--- src/rtl/tsa_pkg.sv ---
package tsa_pkg;

    typedef enum logic {
        CAP_RISE = 1'b0,
        CAP_FALL = 1'b1
    } cap_edge_e;

    typedef struct packed {
        logic a;
        logic b;
        logic flip;
    } bit_in_t;

    typedef struct packed {
        logic sum;
        logic carry_nxt;
    } bit_out_t;

    function automatic logic majority3(logic x, logic y, logic z);
        return (x & y) | (x & z) | (y & z);
    endfunction

    function automatic bit_out_t serial_add(bit_in_t i, logic cin);
        bit_out_t o;
        o.sum       = i.a ^ i.b ^ cin ^ i.flip;
        o.carry_nxt = majority3(i.a, i.b, cin);
        return o;
    endfunction

endpackage

--- src/rtl/tsa_carry_reg.sv ---
module tsa_carry_reg
    import tsa_pkg::*;
#(
    parameter cap_edge_e EDGE = CAP_RISE
) (
    input  logic clk,
    input  logic clr,
    input  logic d,
    output logic q
);

    generate
        if (EDGE == CAP_RISE) begin : g_rise
            always_ff @(posedge clk) begin
                if (clr) q <= 1'b0;
                else     q <= d;
            end
            assert_carry_cleared_R3: assert property (@(posedge clk) clr |=> (q == 1'b0));
        end else begin : g_fall
            always_ff @(negedge clk) begin
                if (clr) q <= 1'b0;
                else     q <= d;
            end
            assert_carry_cleared_fall_R3: assert property (@(negedge clk) clr |=> (q == 1'b0));
        end
    endgenerate

endmodule

--- src/rtl/tsa_section.sv ---
module tsa_section
    import tsa_pkg::*;
#(
    parameter cap_edge_e EDGE = CAP_RISE
) (
    input  logic    clk,
    input  logic    clr,
    input  bit_in_t bits,
    output logic    sum
);

    logic     carry_q;
    logic     carry_use;
    bit_out_t res;

    assign carry_use = clr ? 1'b0 : carry_q;
    assign res       = serial_add(bits, carry_use);
    assign sum       = res.sum;

    tsa_carry_reg #(.EDGE(EDGE)) u_carry (
        .clk (clk),
        .clr (clr),
        .d   (res.carry_nxt),
        .q   (carry_q)
    );

    generate
        if (EDGE == CAP_RISE) begin : g_chk_rise
            assert_carry_majority_R2: assert property (@(posedge clk) disable iff (clr)
                !$past(clr) |-> carry_q == majority3($past(bits.a), $past(bits.b), $past(carry_q)));
        end else begin : g_chk_fall
            assert_carry_majority_fall_R2: assert property (@(negedge clk) disable iff (clr)
                !$past(clr) |-> carry_q == majority3($past(bits.a), $past(bits.b), $past(carry_q)));
        end
    endgenerate

endmodule

--- src/rtl/triple_serial_adder.sv ---
module triple_serial_adder
    import tsa_pkg::*;
#(
    parameter int        SECTIONS = 3,
    parameter cap_edge_e CAP_EDGE = CAP_RISE
) (
    input  logic                clk,
    input  logic                carry_clr,
    input  logic [SECTIONS-1:0] op_a,
    input  logic [SECTIONS-1:0] op_b,
    input  logic [SECTIONS-1:0] invert,
    output logic [SECTIONS-1:0] sum
);

    generate
        for (genvar s = 0; s < SECTIONS; s++) begin : g_sec
            bit_in_t sec_in;
            assign sec_in.a    = op_a[s];
            assign sec_in.b    = op_b[s];
            assign sec_in.flip = invert[s];

            tsa_section #(.EDGE(CAP_EDGE)) u_sec (
                .clk  (clk),
                .clr  (carry_clr),
                .bits (sec_in),
                .sum  (sum[s])
            );
        end
    endgenerate

    // with the clear held, the outputs reflect a zero carry
    assert_clear_zero_carry_R4: assert property (@(posedge clk)
        carry_clr |-> (sum == (op_a ^ op_b ^ invert)));

endmodule

--- config.mk ---
export PLATFORM = sky130hd
export DESIGN_NAME = triple_serial_adder
export DESIGN_NICKNAME = d
export VERILOG_FILES = /design/src/rtl/tsa_pkg.sv /design/src/rtl/tsa_carry_reg.sv /design/src/rtl/tsa_section.sv /design/src/rtl/triple_serial_adder.sv
export SDC_FILE = /design/constraint.sdc
export NUM_CORES = 1
export LEC_CHECK = 0
export BUFFER_PORTS_ARGS = -buffer_cell sky130_fd_sc_hd__buf_2
export CAP_MARGIN = 25
export CELL_PAD_IN_SITES_DETAIL_PLACEMENT = 1
export CELL_PAD_IN_SITES_GLOBAL_PLACEMENT = 1
export CORE_AREA = 2 2 39 41
export CTS_BUF_LIST = sky130_fd_sc_hd__clkbuf_8
export DETAILED_ROUTE_END_ITERATION = 6
export DIE_AREA = 0 0 41 43
export PLACE_DENSITY = 0.56
export SLEW_MARGIN = 20
export SYNTH_ARGS = -nofsm -noshare
export SYNTH_HDL_FRONTEND = slang
export SYNTH_SLANG_ARGS = --single-unit
--- constraint.sdc ---
create_clock -name clk -period 1.5 [get_ports clk]
set_input_delay 0 -clock clk [delete_from_list [all_inputs] [get_ports clk]]
set_output_delay 0 -clock clk [all_outputs]
set_load 0.01 [all_outputs]
# After elaboration in Yosys (flattened, before gate mapping)
# Cells that the tools add are included.
[op_classes]
mux = 3
bitwise = 24
[op_table]
columns = ["operator", "count"]
rows = [
  ["1-bit AND", 9],
  ["1-bit bitwise XOR", 9],
  ["1-bit OR", 6],
  ["1-bit 2-to-1 mux", 3],
]
[word_totals]
word_cells = 30
register_bits = 3
output_inout_bits = 3
in_bits = 11

# Longest topological paths before layout
[depth]
ltp_word = 4
ltp_mapped = 4

# Hierarchy
# A second synthesis with hierarchy kept.
[unflattened]
cells_unflattened = 24
hier_area_um2 = 240.2
[modules_own_cells]
columns = ["mod", "cells_per_inst", "n_inst", "seq_area_each_um2", "area_each_um2"]
rows = [
  ["tsa_section", 6, 3, 0.0, 46.3],
  ["tsa_carry_reg", 2, 3, 20.0, 33.8],
]

# Worst setup path after synthesis
# OpenSTA, ideal clock, no wires.
[synth_path]
kind = "register -> output"
from = "reg g_sec[0].u_sec.u_carry.q"
to = "out sum[0]"
t_arrival_ns = 1.073
path_buffers = 1
required_ns = 1.500
path_slack_ns = 0.427
stages_incl_launch_ff = 5
path_cell_list = "dfxtp_1 -> nand2b_1 -> fa_1 -> xnor2_1 -> buf_4"
[synth_between]
elab_chain_cells = 3
[synth_rtl]
columns = ["element", "line_no", "source"]
rows = [
  ["from (decl)", "tsa_carry_reg.sv:9", "output logic q"],
  ["from (signal assigned)", "tsa_carry_reg.sv:15", "if (clr) q <= 1'b0;"],
  ["from (signal assigned)", "tsa_carry_reg.sv:16", "else q <= d;"],
  ["1-bit 2-to-1 mux", "tsa_section.sv:16", "assign carry_use = clr ? 1'b0 : carry_q;"],
  ["1-bit bitwise XOR (2 in series)", "tsa_pkg.sv:25", "o.sum = i.a ^ i.b ^ cin ^ i.flip;"],
  ["to (decl)", "triple_serial_adder.sv:12", "output logic [SECTIONS-1:0] sum"],
]
# Every way passes these cells.

# Worst setup path after layout
[layout_path]
from = "reg g_sec[2].u_sec.u_carry.q"
to = "out sum[2]"
[layout_between]
elab_chain_cells = 3
[layout_rtl]
columns = ["element", "line_no"]
rows = [
  ["from (decl)", "tsa_carry_reg.sv:9"],
  ["from (signal assigned)", "tsa_carry_reg.sv:15"],
  ["from (signal assigned)", "tsa_carry_reg.sv:16"],
  ["1-bit 2-to-1 mux", "tsa_section.sv:16"],
  ["1-bit bitwise XOR (2 in series)", "tsa_pkg.sv:25"],
]
# Every way passes these cells.

==> results.rst <==
.. list-table::
   :header-rows: 1

   * - Metric
     - Value
   * - Yosys warning total
     - 0
   * - Worst setup path endpoint
     - sum[2]
   * - Post-detailed-route wirelength per cell
     - 6.37 µm
   * - Fin crit share
     - 87.5%
   * - Global router's overall resource usage
     - 4.94%
   * - Number of buffers inserted by post-CTS setup repair
     - 0
   * - Routed via count
     - 178
   * - Share of the yosys chip area belonging to registers
     - 27.1%
   * - Required time of the worst setup path
     - 1.50 ns
   * - Via-to-Cell Ratio
     - 3.30
   * - Number of antenna violations at the first check in global routing
     - 0
   * - Dominant cell by count in the synthesized netlist
     - sky130_fd_sc_hd__inv_1
   * - Stage delay of the slowest cell on the critical path
     - 0.49 ns
   * - Kind of end point of the critical path
     - primary output
   * - Critical path launch point
     - g_sec[2].u_sec.u_carry.q$_SDFF_PP0_
   * - Least-Margin Pin Slew
     - 0.109 ns
   * - Net count after synthesis
     - 38
   * - Minimum clock period
     - 1.31 ns
   * - Critical register-to-register path endpoint
     - g_sec[1].u_sec.u_carry.q$_SDFF_PP0_
   * - Unrepaired setup endpoints after global routing
     - no
   * - Via count of the first global-routing pass
     - 158
   * - Max cap viols
     - 0
   * - RePlAce Congestion
     - 0.519
   * - Cell area after technology mapping
     - 221 µm²
   * - Flip-flop count of the largest register, all copies and words added
     - 3
   * - Worst-path clk slew
     - 0.03 ns
   * - Post-Synthesis Mean Instance Area
     - 9.23 µm²
   * - Io pins
     - 14
   * - Source of the worst register-to-register timing path
     - g_sec[1].u_sec.u_carry.q$_SDFF_PP0_
   * - Number of placement rows
     - 14
   * - Dominant register cell in the synthesized netlist
     - sky130_fd_sc_hd__dfxtp_1
   * - Global-route wire length before repair
     - 489 µm
   * - Detail Route Antenna Nets
     - 0
   * - Layout Area Growth over Synthesis
     - 48.6%
   * - Status
     - finished clean
   * - Pleak
     - 0.169 nW
   * - Most area-consuming cells after synthesis
     - sky130_fd_sc_hd__dfxtp_1 27%, sky130_fd_sc_hd__fa_1 27%, sky130_fd_sc_hd__xnor2_1 12%
   * - Worst setup slack for register-to-register paths
     - 0.62 ns
   * - Core region area
     - 0.00138 mm²
   * - Kind of start point of the critical path
     - flop
   * - Fraction of post-synthesis cell area in the top cell type by area
     - 27.1%
   * - Worst hold slack
     - 0.00656 ns
   * - Router iterations before antenna repair
     - 2
   * - Flip-flop and latch count after synthesis
     - 3
   * - Total wirelength of the detailed-routed design
     - 344 µm
   * - Worst-path fanout max
     - 1
   * - Clock buffer count from CTS
     - 3
   * - Fraction of layout cells with a size suffix above 1
     - 42.1%
   * - # diodes
     - 0
   * - Total Power Consumption
     - 379 µW
   * - Highest clock rate
     - 762 MHz
   * - Final number of hold-violating endpoints
     - 0
   * - Overall die area
     - 0.00176 mm²
   * - Largest net degree at the start of global routing
     - 7
   * - Final instance area
     - 329 µm²
   * - Buffers & Inverters on Critical Path
     - 1
   * - Synthesized instance count
     - 24
   * - Normalized max-slew margin
     - 92.7%
   * - Initial DRC count
     - 3
   * - Sinks on Clock Net
     - 3
   * - Remaining design rule violation count
     - 0
   * - Depth of the most critical reg-to-reg path
     - 3
   * - Floorplan die width
     - 41 µm
   * - Number of pins with negative max-slew slack in the final report
     - 0
   * - Total global routing overflow
     - 0
   * - Number of enable flip-flop cells after synthesis
     - 0
   * - Clock tree from TritonCTS
     - done
   * - Distinct cells, synth
     - 7
   * - Final net count
     - 53
   * - Count of H-tree levels built during CTS
     - 1
   * - Starting Density
     - 16.0%
   * - Dpl cells
     - 50
   * - Final cell utilization of the core
     - 23.8%
   * - Total negative slack
     - 0 ns
   * - VDD IR max
     - 0.000399 V
   * - Cell family with the largest share of critical-path delay
     - adder cells
   * - Register with the most flip-flops
     - g_sec.u_sec.u_carry.q
   * - Final HPWL DP
     - 305 µm
   * - FILL cells
     - 176
   * - Placed Instance Area
     - 284 µm²
   * - Ys async rst share
     - 0%
   * - Sequence of cells on the critical path
     - nand2b_1 > fa_1 > xnor2_1 > buf_2
   * - Root Buffer
     - sky130_fd_sc_hd__clkbuf_8
   * - Data arrival time at the worst-slack endpoint
     - 1.31 ns
   * - Type of the worst setup path
     - flop to primary output
   * - Clock tree buffer depth
     - 2
   * - Final setup violation count
     - 0
   * - Hold bufs inserted after CTS
     - 0
   * - Worst clock skew
     - 0 ns
   * - Number of cells upsized or downsized after cts
     - 0
   * - Fin worst setup slack
     - 0.187 ns
   * - PD cells
     - 1150 mW/mm²
   * - Worst path slowest cell
     - sky130_fd_sc_hd__fa_1
   * - Non-filler cells in the finished layout
     - 54
   * - Post-place setup slack
     - 0.398 ns
   * - Count of input and output buffers
     - 13
   * - Top flop regs
     - g_sec.u_sec.u_carry.q (3)
   * - Clock latency on the worst-skew pair
     - 0.21 ns
   * - Die extent in y
     - 43 µm
   * - Dominant cell type by area after synthesis
     - sky130_fd_sc_hd__dfxtp_1
   * - Number of cells on the critical path
     - 4
   * - Hold Crit Class
     - input port to flop
==> placed cells by master, fill, tap and decap left out <==
cell	count
sky130_fd_sc_hd__xnor2_1	3
sky130_fd_sc_hd__nor2_1	3
sky130_fd_sc_hd__clkbuf_8	3
sky130_fd_sc_hd__nand2b_1	3
sky130_fd_sc_hd__dfxtp_1	3
sky130_fd_sc_hd__buf_2	13
sky130_fd_sc_hd__inv_1	7
sky130_fd_sc_hd__fa_1	3
==> logic make-up after synthesis <==
kind of cell	after synthesis	synth area share (%)
xor+xnor	3	11.9
fa+ha+maj	3	27.1
buf+inv	9	20.3
flops	3	27.1
simple gates	6	13.6
==> area by class of cell <==
| type | count | area [µm²] | share of cell area (%) |
|---|---|---|---|
| inverter | 6 | 22.5 | 6.84 |
| timing repair buffer | 13 | 65.1 | 19.8 |
| tap | 16 | 20.0 | 6.08 |
| multi-input combinational | 12 | 116 | 35.4 |
| sequential | 3 | 60.1 | 18.3 |
| clock buffer | 3 | 41.3 | 12.5 |
| clock inverter | 1 | 3.75 | 1.14 |
==> per-layer routing <==
| layer | track usage [%] | part of all wire [%] |
|---|---|---|
| met5 | 0 | 0 |
| met4 | 6.00 | 0 |
| met3 | 4.71 | 11 |
| met2 | 7.19 | 58 |
| met1 | 2.61 | 31 |
==> how the worst min path moves through the flow <==
| stage | startpoint | slack, ns | end | cells past startpoint |
|---|---|---|---|---|
| after floorplan | carry_clr | 0.07 | g_sec[1].u_sec.u_carry.q$_SDFF_PP0_ | 1 |
| after global placement | carry_clr | 0.23 | g_sec[1].u_sec.u_carry.q$_SDFF_PP0_ | 2 |
| after detailed placement | carry_clr | 0.23 | g_sec[1].u_sec.u_carry.q$_SDFF_PP0_ | 2 |
| after CTS | carry_clr | 0.01 | g_sec[1].u_sec.u_carry.q$_SDFF_PP0_ | 2 |
| after global routing | carry_clr | 0.01 | g_sec[1].u_sec.u_carry.q$_SDFF_PP0_ | 2 |
| final | carry_clr | 0.007 | g_sec[1].u_sec.u_carry.q$_SDFF_PP0_ | 2 |
==> report_power, final <==
| part | total, mW | internal, mW | switching (mW) |
|---|---|---|---|
| Sequential | 0.0853 | 0.0844 | 0.000851 |
| Combinational | 0.0706 | 0.0380 | 0.0326 |
| Clock | 0.223 | 0.174 | 0.0495 |
| Total | 0.379 | 0.296 | 0.0829 |
==> worst reg2reg max path, cell delays in order (launching register included) <==
cell and delay [ns]:
sky130_fd_sc_hd__dfxtp_1 0.29, sky130_fd_sc_hd__nand2b_1 0.06, sky130_fd_sc_hd__fa_1 0.36, sky130_fd_sc_hd__nor2_1 0.10
(Power assumes the default switching activity.)
